<file path="config.mk">
export PLATFORM = sky130hd
export DESIGN_NAME = rx_addr_filter
export DESIGN_NICKNAME = d
export VERILOG_FILES = /design/src/rtl/rx_addr_filter.sv
export SDC_FILE = /design/constraint.sdc
export NUM_CORES = 1
export LEC_CHECK = 0
export BUFFER_PORTS_ARGS = -buffer_cell sky130_fd_sc_hd__buf_2
export CELL_PAD_IN_SITES_DETAIL_PLACEMENT = 1
export CELL_PAD_IN_SITES_GLOBAL_PLACEMENT = 1
export CORE_ASPECT_RATIO = 1.4
export CORE_MARGIN = 2
export CORE_UTILIZATION = 38
export CTS_CLUSTER_DIAMETER = 100
export DETAILED_ROUTE_END_ITERATION = 10
export PLACE_DENSITY_LB_ADDON = 0.2
export SYNTH_ARGS = -nofsm -noshare
export SYNTH_HDL_FRONTEND = slang
export SYNTH_SLANG_ARGS = --single-unit
</file>
<file path="constraint.sdc">
create_clock -name clk -period 5.88 [get_ports clk]
set_input_delay 0.294 -clock clk [delete_from_list [all_inputs] [get_ports clk]]
set_output_delay 0.294 -clock clk [all_outputs]
set_load 0.01 [all_outputs]
</file>
<file path="src/rtl/rx_addr_filter.sv">
`timescale 1ns/1ps
module rx_addr_filter #(
  parameter logic [31:0] POLY = 32'hEDB88320
) (
  input  logic        clk,
  input  logic        rst_n,
  input  logic        sof,
  input  logic        byte_valid,
  input  logic [7:0]  byte_data,
  input  logic [15:0] sta_hi,
  input  logic [31:0] sta_lo,
  input  logic [31:0] hash_hi,
  input  logic [31:0] hash_lo,
  input  logic [31:0] ctrl,
  output logic        dec_valid,
  output logic        accept,
  output logic        is_mcast,
  output logic        is_bcast,
  output logic        filt_fail
);
  localparam int NBYTES = 6;
  localparam int CW = $clog2(NBYTES + 1);

  localparam int B_NOBC  = 11;
  localparam int B_HASH  = 13;
  localparam int B_HONLY = 15;
  localparam int B_INV   = 17;
  localparam int B_PROM  = 18;
  localparam int B_ALLMC = 19;

  function automatic logic [31:0] crc_step(input logic [31:0] c, input logic [7:0] d);
    logic [31:0] r;
    r = c;
    for (int i = 0; i < 8; i++)
      r = (r[0] ^ d[i]) ? ((r >> 1) ^ POLY) : (r >> 1);
    return r;
  endfunction

  logic [CW-1:0] cnt;
  logic [31:0]   crc;
  logic          eq_q, ff_q, mc_q;

  wire [CW-1:0] idx  = sof ? '0 : cnt;
  wire          take = byte_valid && (sof || cnt < CW'(NBYTES));
  wire          last = take && (idx == CW'(NBYTES - 1));

  wire [63:0] sta64 = {16'h0, sta_hi, sta_lo};
  wire [63:0] hash  = {hash_hi, hash_lo};
  wire [7:0]  sta_b = sta64[{idx, 3'b000} +: 8];

  wire [31:0] crc_n = crc_step(sof ? '1 : crc, byte_data);
  wire        eq_n  = (sof ? 1'b1 : eq_q) && (byte_data == sta_b);
  wire        ff_n  = (sof ? 1'b1 : ff_q) && (byte_data == 8'hFF);
  wire        mc_n  = (idx == '0) ? byte_data[0] : mc_q;

  wire       bc_frame = ff_n;
  wire       mc_frame = mc_n && !ff_n;
  wire       hhit     = hash[crc_n[31:26]];
  logic      pass_raw, pass;

  always_comb begin
    if (bc_frame)
      pass_raw = !ctrl[B_NOBC];
    else if (mc_frame)
      pass_raw = ctrl[B_ALLMC] || (ctrl[B_HASH] && hhit);
    else if (ctrl[B_HASH] && ctrl[B_HONLY])
      pass_raw = hhit;
    else
      pass_raw = eq_n;
    pass = ctrl[B_PROM] || (pass_raw ^ ctrl[B_INV]);
  end

  logic unused_ctrl;
  assign unused_ctrl = ^{ctrl[31:20], ctrl[16], ctrl[14], ctrl[12], ctrl[10:0]};

  always_ff @(posedge clk) begin
    if (!rst_n) begin
      cnt       <= '0;
      crc       <= '1;
      eq_q      <= 1'b0;
      ff_q      <= 1'b0;
      mc_q      <= 1'b0;
      dec_valid <= 1'b0;
      accept    <= 1'b0;
      is_mcast  <= 1'b0;
      is_bcast  <= 1'b0;
      filt_fail <= 1'b0;
    end else begin
      dec_valid <= last;
      if (take) begin
        cnt  <= idx + CW'(1);
        crc  <= crc_n;
        eq_q <= eq_n;
        ff_q <= ff_n;
        mc_q <= mc_n;
      end
      if (last) begin
        accept    <= pass;
        filt_fail <= !pass;
        is_mcast  <= pass && mc_frame;
        is_bcast  <= pass && bc_frame;
      end
    end
  end
endmodule

</file>
==> impl_metrics.env, run 1 <==
export IMPL_cts_max_level=2
export IMPL_slew_headroom_pct=26.5
export IMPL_grt_pass1_wl_mm=22.7
export IMPL_mappedNetlistNets=656
export IMPL_cts_hold_buffers=0
export IMPL_dr_first_iter_drc_count=200
export IMPL_number_of_fill_cells_in_the_layout=1302
export IMPL_setup_violations=0
export IMPL_gp_congestion=0.811
export IMPL_critical_path_max_fanout=12
export IMPL_tritoncts="done"
export IMPL_crit_chain="xnor2_1 > o21ai_0 > nand2_2 > xnor3_1 > mux4_2 > mux2i_1 > nand3_1 > a31oi_1 > nor4b_2 > a211oi_1 > mux2i_1 > o211a_1"
export IMPL_syn_inst=497
export IMPL_criticalPathCategory="reg2reg"
export IMPL_floorplan_core_area_um2=10400
export IMPL_cellInternalPower_w=0.000998
export IMPL_ctsRootBufferMaster="sky130_fd_sc_hd__clkbuf_16"
export IMPL_finalWorstPathRequiredPeriod_ps=4280
export IMPL_cellLeakagePower_nw=2.11
export IMPL_max_cap_viol_count=0
export IMPL_antennaDiodeCount=0
export IMPL_postSynthRegisterBits=43
export IMPL_grt_start_max_net_pins=65
export IMPL_globalRouteTotalUtil_pct=24.3
export IMPL_sequentialPowerShare_pct=22.6
export IMPL_finished_cell_area_um2=5020
export IMPL_route_detailed_drc=0
export IMPL_path_common_cell="sky130_fd_sc_hd__mux2i_1"
export IMPL_wl_per_cell_um=18.6
export IMPL_largest_register_ffs=32
export IMPL_clock_fmax_ghz=0.233
export IMPL_ctsLongestPathBuffers=2
export IMPL_worst_hold_path_type="in2reg"
export IMPL_cts_resized_gates=0
export IMPL_synth_enable_flop_cells=0
export IMPL_run_status="finished, final reports clean"
export IMPL_clk_pin_slew_ps=60
export IMPL_clock_skew_ps=4.84
export IMPL_firstDrtPassIters=4
export IMPL_combinationalPowerShare_pct=54.3
export IMPL_worst_slew_pin_transition_ps=1100
export IMPL_wirelength_mm=14.0
export IMPL_ir_drop_uv=122
export IMPL_register_with_the_most_flip_flops="crc"
export IMPL_route_antenna_remaining_nets=0
export IMPL_yosysUniqueCellTypes=60
export IMPL_part_of_the_power_in_the_clock_network_pct=23.1
export IMPL_grt_setup_unrepaired="false"
export IMPL_async_flop_share_pct=0
export IMPL_routed_via_count=4178
export IMPL_top_regs="crc (32), cnt (3)"
export IMPL_grt_antenna_before_repair=0
export IMPL_synthesized_cell_area_um2=4080
export IMPL_fin_setup_tns_ps=0
export IMPL_timing_reg2reg_worst_path_depth=12
export IMPL_globalRouteOverflowTotal=0
export IMPL_die_y_um=127
export IMPL_placement_io_buffers=134
export IMPL_ios=161
export IMPL_vias_per_cell=5.56
export IMPL_cellPowerDensity_nw_per_um2=320
export IMPL_cts_buffer_count=5
export IMPL_tritoncts_num_sinks=43
export IMPL_switching_share_pct=37.9
export IMPL_layout_area_overhead_vs_synth_pct=23.1
export IMPL_effective_utilization_at_floorplan_pct=39.2
export IMPL_setup_worst_path_end_class="register"
export IMPL_synth_warn=0
export IMPL_min_period_over_period_pct=72.8
export IMPL_post_dp_cell_area_um2=4830
export IMPL_final_max_slew_viol_count=0
export IMPL_hold_violations=0
export IMPL_power_switching_w=0.000608
export IMPL_clock_latency_ps=290
export IMPL_cp_start_kind="register"
export IMPL_dominantRegCellSynth="sky130_fd_sc_hd__dfxtp_1"
export IMPL_arrival_ps=4520
export IMPL_floorplan_die_width_um=91.6
export IMPL_first_global_vias=4597
export IMPL_avgSynthCellArea_um2=8.21
export IMPL_synth_yosys_seq_area_share_pct=21.1
export IMPL_cp_slowest_cell="sky130_fd_sc_hd__xnor3_1"
export IMPL_final_instance_count_excl_fill=751
export IMPL_drive_above_1_share_pct=27.9
export IMPL_worst_path_largest_cell_delay_ps=870
export IMPL_dieArea_um2=11600
export IMPL_placement_rows=44
export IMPL_timing_hold_worst_path_depth=3
export IMPL_postCtsSetupRepairBufs=0
export IMPL_dp_cells=743
export IMPL_detailed_place_hpwl_mm=10.7
export IMPL_worst_ep_required_time_ps=6120
export IMPL_nets=771
-- final cells by class --
type                    count  area (um^2)  area share, %
clock buffers               6          129           2.57
clock inverters             2         60.1           1.20
inverters                   8         30.0          0.598
multi-input cells         412         3040           60.5
flip-flops and latches     43          861           17.1
well taps                 138          173           3.44
repair buffers            142          731           14.6
-- worst paths after layout --
check,startpoint,slack [ps],to
max,crc[3],1600,accept
min,byte_valid,340,cnt[2]
max reg2reg,crc[3],1600,accept
min reg2reg,filt_fail,460,filt_fail
-- layout by cell type, fill, tap and decap left out, types with 11 or more instances in the layout --
master	count
sky130_fd_sc_hd__nand2_1	56
sky130_fd_sc_hd__o211ai_1	32
sky130_fd_sc_hd__nor3_1	11
sky130_fd_sc_hd__mux2i_1	25
sky130_fd_sc_hd__nor2_1	51
sky130_fd_sc_hd__dfxtp_1	43
sky130_fd_sc_hd__o21ai_0	14
sky130_fd_sc_hd__xnor2_1	76
sky130_fd_sc_hd__xor2_1	17
sky130_fd_sc_hd__a21oi_1	13
sky130_fd_sc_hd__buf_2	134
-- logic make-up after synthesis --
logic type	Yosys count	synth area share (%)
AND/OR/NAND/NOR	154	16.6
AO/OA/AOI/OAI	115	20.4
XOR/XNOR	99	23.0
flip-flops	43	21.1
buffers and inverters	42	4.51
multiplexers	41	13.4
adder cells (fa/ha/maj)	3	0.920
-- per-stage QoR --
stage	power (W)	utilization, %	hold WS, ps	setup WS, ps
after floorplan	0.00104	-	441	2630
after global placement	0.00121	46.4	445	1650
after detailed placement	0.00124	46.4	459	1480
after CTS	0.00162	48.2	336	1580
after global routing	0.00170	48.2	363	1350
final	0.00161	48.2	340	1600
-- power groups by stage --
stage / Combinational (W) / Sequential (W) / Clock (W)
global route: 0.000947 / 0.000368 / 0.000387
global placement: 0.000846 / 0.000367 / 0
CTS: 0.000878 / 0.000362 / 0.000376
detailed placement: 0.000869 / 0.000369 / 0
floorplan: 0.000688 / 0.000354 / 0
finish: 0.000873 / 0.000363 / 0.000371
-- Yosys cell counts (all sizes together) (11+ instances only) --
cell	count	area [um^2]
a21oi	13	65.1
buf	15	82.6
clkbuf	19	71.3
dfxtp	43	861
mux2i	25	250
nand2	58	220
nor2	52	198
nor3	11	55.1
o211ai	32	240
o21ai	15	75.1
xnor2	78	698
xor2	17	149
-- per-layer routing --
layer,wire (um),vias to the layer above,track usage [%]
li1,-,2014,-
met1,5260,2051,26.7
met2,7960,91,47.8
met3,472,22,2.85
met4,293,0,7.40
met5,0,-,0
-- critical path, delay by kind of cell (launching register included) --
kind	cells	cell delay (ps)
and+or+nand+nor	3	640
DFF	1	520
AOI/OAI and AO/OA	4	1000
muxes	3	1030
xor gates and xnor gates	2	1020
Power figures use the tool's default switching activity.
==> run 2: changes to the inputs <==
--- a/config.mk
+++ b/config.mk
@@ -5,12 +5,13 @@
 export SDC_FILE = /design/constraint.sdc
 export NUM_CORES = 1
 export LEC_CHECK = 0
+export ABC_AREA = 1
 export BUFFER_PORTS_ARGS = -buffer_cell sky130_fd_sc_hd__buf_2
 export CELL_PAD_IN_SITES_DETAIL_PLACEMENT = 1
 export CELL_PAD_IN_SITES_GLOBAL_PLACEMENT = 1
 export CORE_ASPECT_RATIO = 1.4
 export CORE_MARGIN = 2
-export CORE_UTILIZATION = 38
+export CORE_UTILIZATION = 33
 export CTS_CLUSTER_DIAMETER = 100
 export DETAILED_ROUTE_END_ITERATION = 10
 export PLACE_DENSITY_LB_ADDON = 0.2
==> constraint.sdc (replaced) <==
create_clock -name clk -period 4 [get_ports clk]
set_input_delay 0.2 -clock clk [delete_from_list [all_inputs] [get_ports clk]]
set_output_delay 0.2 -clock clk [all_outputs]
set_load 0.01 [all_outputs]
==> run 2 against run 1 <==
- clock-buffer cell count down 1
- power grew 14%
- wire length is 1.1% higher
- area after synthesis shrank 0.77%
- clock skew is 1.7 ps higher
- non-clock buffer count rose by 4
- critical path depth grew 12
- core utilization is 6.2 points lower
- critical endpoint is now is_bcast
==> impl_metrics.env, run 2 <==
export IMPL_run_status="finished, final reports clean"
export IMPL_detailroute_wirelength_met3_um=619
export IMPL_cellLeakagePower_nw=2.51
export IMPL_largest_register_ffs=32
export IMPL_die_y_um=135
export IMPL_globalRouteTotalUtil_pct=21.5
export IMPL_rr_startpoint="crc[0]"
export IMPL_finalWorstPathRequiredPeriod_ps=3060
export IMPL_firstDrtPassIters=4
export IMPL_met2_length_mm=7.48
export IMPL_max_cap_viol_count=0
export IMPL_grt_start_max_net_pins=38
export IMPL_critical_path_max_fanout=33
export IMPL_clock_fmax_ghz=0.327
export IMPL_worst_slew_pin_transition_ps=919
export IMPL_clock_skew_ps=6.54
export IMPL_cellPowerDensity_nw_per_um2=366
export IMPL_netlist_top_cell_by_area="sky130_fd_sc_hd__dfxtp_1"
export IMPL_antennaDiodeCount=0
export IMPL_placement_io_buffers=134
export IMPL_cts_resized_gates=0
export IMPL_effective_utilization_at_floorplan_pct=34.1
export IMPL_number_of_fill_cells_in_the_layout=1661
export IMPL_layout_cells_most_common="sky130_fd_sc_hd__nand2_1"
export IMPL_post_synth_top_area_fraction_pct=21.3
export IMPL_cts_max_level=2
export IMPL_floorplan_die_width_um=97.6
export IMPL_highest_layer="met4"
export IMPL_gp_congestion=0.806
export IMPL_nets=939
export IMPL_ctsLongestPathBuffers=2
export IMPL_hold_violations=0
export IMPL_postCtsSetupRepairBufs=0
export IMPL_dr_first_iter_drc_count=145
export IMPL_grt_setup_unrepaired="false"
export IMPL_slew_headroom_pct=38.7
export IMPL_criticalPathCategory="reg2reg"
export IMPL_routed_via_count=4703
export IMPL_yosysUniqueCellTypes=35
export IMPL_first_global_vias=4882
export IMPL_ctsRootBufferMaster="sky130_fd_sc_hd__clkbuf_16"
export IMPL_floorplan_core_area_um2=11900
export IMPL_route_detailed_drc=0
export IMPL_ios=161
export IMPL_grt_pass1_wl_mm=23.4
export IMPL_arrival_ps=3200
export IMPL_placement_rows=47
export IMPL_cts_hold_buffers=0
export IMPL_finished_cell_area_um2=4990
export IMPL_crit_path_end="is_bcast"
export IMPL_layout_area_overhead_vs_synth_pct=23.3
export IMPL_fin_setup_tns_ps=0
export IMPL_synth_yosys_seq_area_share_pct=21.3
export IMPL_clk_pin_slew_ps=60
export IMPL_final_instance_count_excl_fill=928
export IMPL_wl_per_cell_um=15.2
export IMPL_finalPower_w=0.00183
export IMPL_tritoncts_num_sinks=43
export IMPL_mostFrequentLayoutCells="sky130_fd_sc_hd__nand2_1 (190), sky130_fd_sc_hd__buf_2 (134), sky130_fd_sc_hd__nand3_1 (81)"
export IMPL_reg2reg_setup_slack_ps=940
export IMPL_vias_per_cell=5.07
export IMPL_mappedNetlistNets=814
export IMPL_register_with_the_most_flip_flops="crc"
export IMPL_route_antenna_remaining_nets=0
export IMPL_pre_cts_slack_ps=735
export IMPL_timing_reg2reg_worst_path_depth=24
export IMPL_top_regs="crc (32), cnt (3)"
export IMPL_setup_violations=0
export IMPL_async_flop_share_pct=0
export IMPL_final_setup_worst_slack_ps=942
export IMPL_ir_drop_uv=165
export IMPL_globalRouteOverflowTotal=0
export IMPL_wirelength_mm=14.1
export IMPL_clock_latency_ps=300
export IMPL_post_dp_cell_area_um2=4820
export IMPL_synth_top_cells_by_count="sky130_fd_sc_hd__nand2_1 (190), sky130_fd_sc_hd__nand3_1 (81), sky130_fd_sc_hd__nor2_1 (55), sky130_fd_sc_hd__a21oi_1 (44)"
export IMPL_worst_ep_required_time_ps=4140
export IMPL_tritoncts="done"
export IMPL_synth_warn=0
export IMPL_drive_above_1_share_pct=27.1
export IMPL_dp_cells=920
export IMPL_timing_rr_end="is_bcast"
export IMPL_startpoint="crc[0]"
export IMPL_cp_start_kind="register"
export IMPL_detailed_place_hpwl_mm=11.1
export IMPL_synth_top_cells_by_area="sky130_fd_sc_hd__dfxtp_1 (21%), sky130_fd_sc_hd__nand2_1 (18%), sky130_fd_sc_hd__nand3_1 (10%), sky130_fd_sc_hd__xor2_1 (6.3%), sky130_fd_sc_hd__a21oi_1 (5.4%)"
export IMPL_avgSynthCellArea_um2=6.18
export IMPL_final_max_slew_viol_count=0
export IMPL_post_synth_top_count_cell="sky130_fd_sc_hd__nand2_1"
export IMPL_setup_worst_path_end_class="register"
export IMPL_worst_hold_path_type="in2reg"
export IMPL_synth_enable_flop_cells=0
export IMPL_min_period_over_period_pct=76.5
export IMPL_syn_inst=655
export IMPL_grt_antenna_before_repair=0
export IMPL_dieArea_um2=13200
export IMPL_dominantRegCellSynth="sky130_fd_sc_hd__dfxtp_1"
export IMPL_synthesized_cell_area_um2=4050
export IMPL_postSynthRegisterBits=43
export IMPL_met1_length_mm=5.78
export IMPL_cts_buffer_count=5
==> run 2: cell families (layout without fill, tap and decap cells) <==
family	count (synthesis)	count (layout)	synth area share [%]
simple gates	368	368	40.9
fa+ha+maj	3	3	0.927
flops	43	43	21.3
buf+inv	83	209	9.37
compound gates	115	115	16.6
xor+xnor	43	43	10.9
==> run 2: metrics by stage <==
step / hold slack (ps) / utilization [%]
final: 155 / 42.0
after global placement: 452 / 40.6
after floorplan: 333 / -
after global routing: 167 / 42.0
after CTS: 155 / 42.0
after detailed placement: 462 / 40.6
==> run 2: critical path: stages, from the launching register on <==
cell	delay [ps]
sky130_fd_sc_hd__dfxtp_1	310
sky130_fd_sc_hd__inv_1	70
sky130_fd_sc_hd__nand2_1	50
sky130_fd_sc_hd__nand2_1	60
sky130_fd_sc_hd__nand2_2	160
sky130_fd_sc_hd__inv_2	170
sky130_fd_sc_hd__nand2_1	100
sky130_fd_sc_hd__nand2_4	160
sky130_fd_sc_hd__nand2_2	80
sky130_fd_sc_hd__nand2_2	100
sky130_fd_sc_hd__nand2_2	100
sky130_fd_sc_hd__nand2_4	280
sky130_fd_sc_hd__nand2_1	110
sky130_fd_sc_hd__nand3_1	100
sky130_fd_sc_hd__nand3_1	110
sky130_fd_sc_hd__nand3_1	100
sky130_fd_sc_hd__nand2_1	60
sky130_fd_sc_hd__nand2_1	50
sky130_fd_sc_hd__nand3_1	110
sky130_fd_sc_hd__o21bai_1	140
sky130_fd_sc_hd__nand2_1	90
sky130_fd_sc_hd__nand3_1	100
sky130_fd_sc_hd__nand3_1	120
sky130_fd_sc_hd__nand2_1	90
sky130_fd_sc_hd__a21oi_2	50
==> run 2: cell type report <==
class                   count  area, um^2  share of cell area (%)
well taps                 147         184                    3.68
inverters                  55         206                    4.14
clock inverters             3        43.8                   0.877
repair buffers            146         761                    15.2
clock buffers               5         125                    2.51
flip-flops and latches     43         861                    17.2
multi-input cells         529        2810                    56.3
==> run 2: worst min-delay path by stage <==
stage              end  startpoint  depth (start not counted)
2_1_floorplan   cnt[1]  byte_valid                          2
3_3_place_gp   crc[17]     crc[17]                          2
3_5_place_dp    cnt[1]  byte_valid                          3
4_1_cts         cnt[1]  byte_valid                          3
5_1_grt         cnt[1]  byte_valid                          3
6_report        cnt[1]  byte_valid                          3
==> run 2: power by group <==
part,internal (W),leakage (nW),switching (W)
sequential,0.000472,0.357,0.0000233
clock,0.000295,0.0838,0.000195
combinational,0.000309,2.07,0.000530
total,0.00108,2.51,0.000749
==> run 2: per-layer routing <==
layer | global-route usage, % | vias to the layer above
met1 | 24.4 | 2175
li1 | - | 2389
met2 | 41.5 | 126
met5 | 0 | -
met3 | 2.38 | 13
met4 | 6.64 | 0
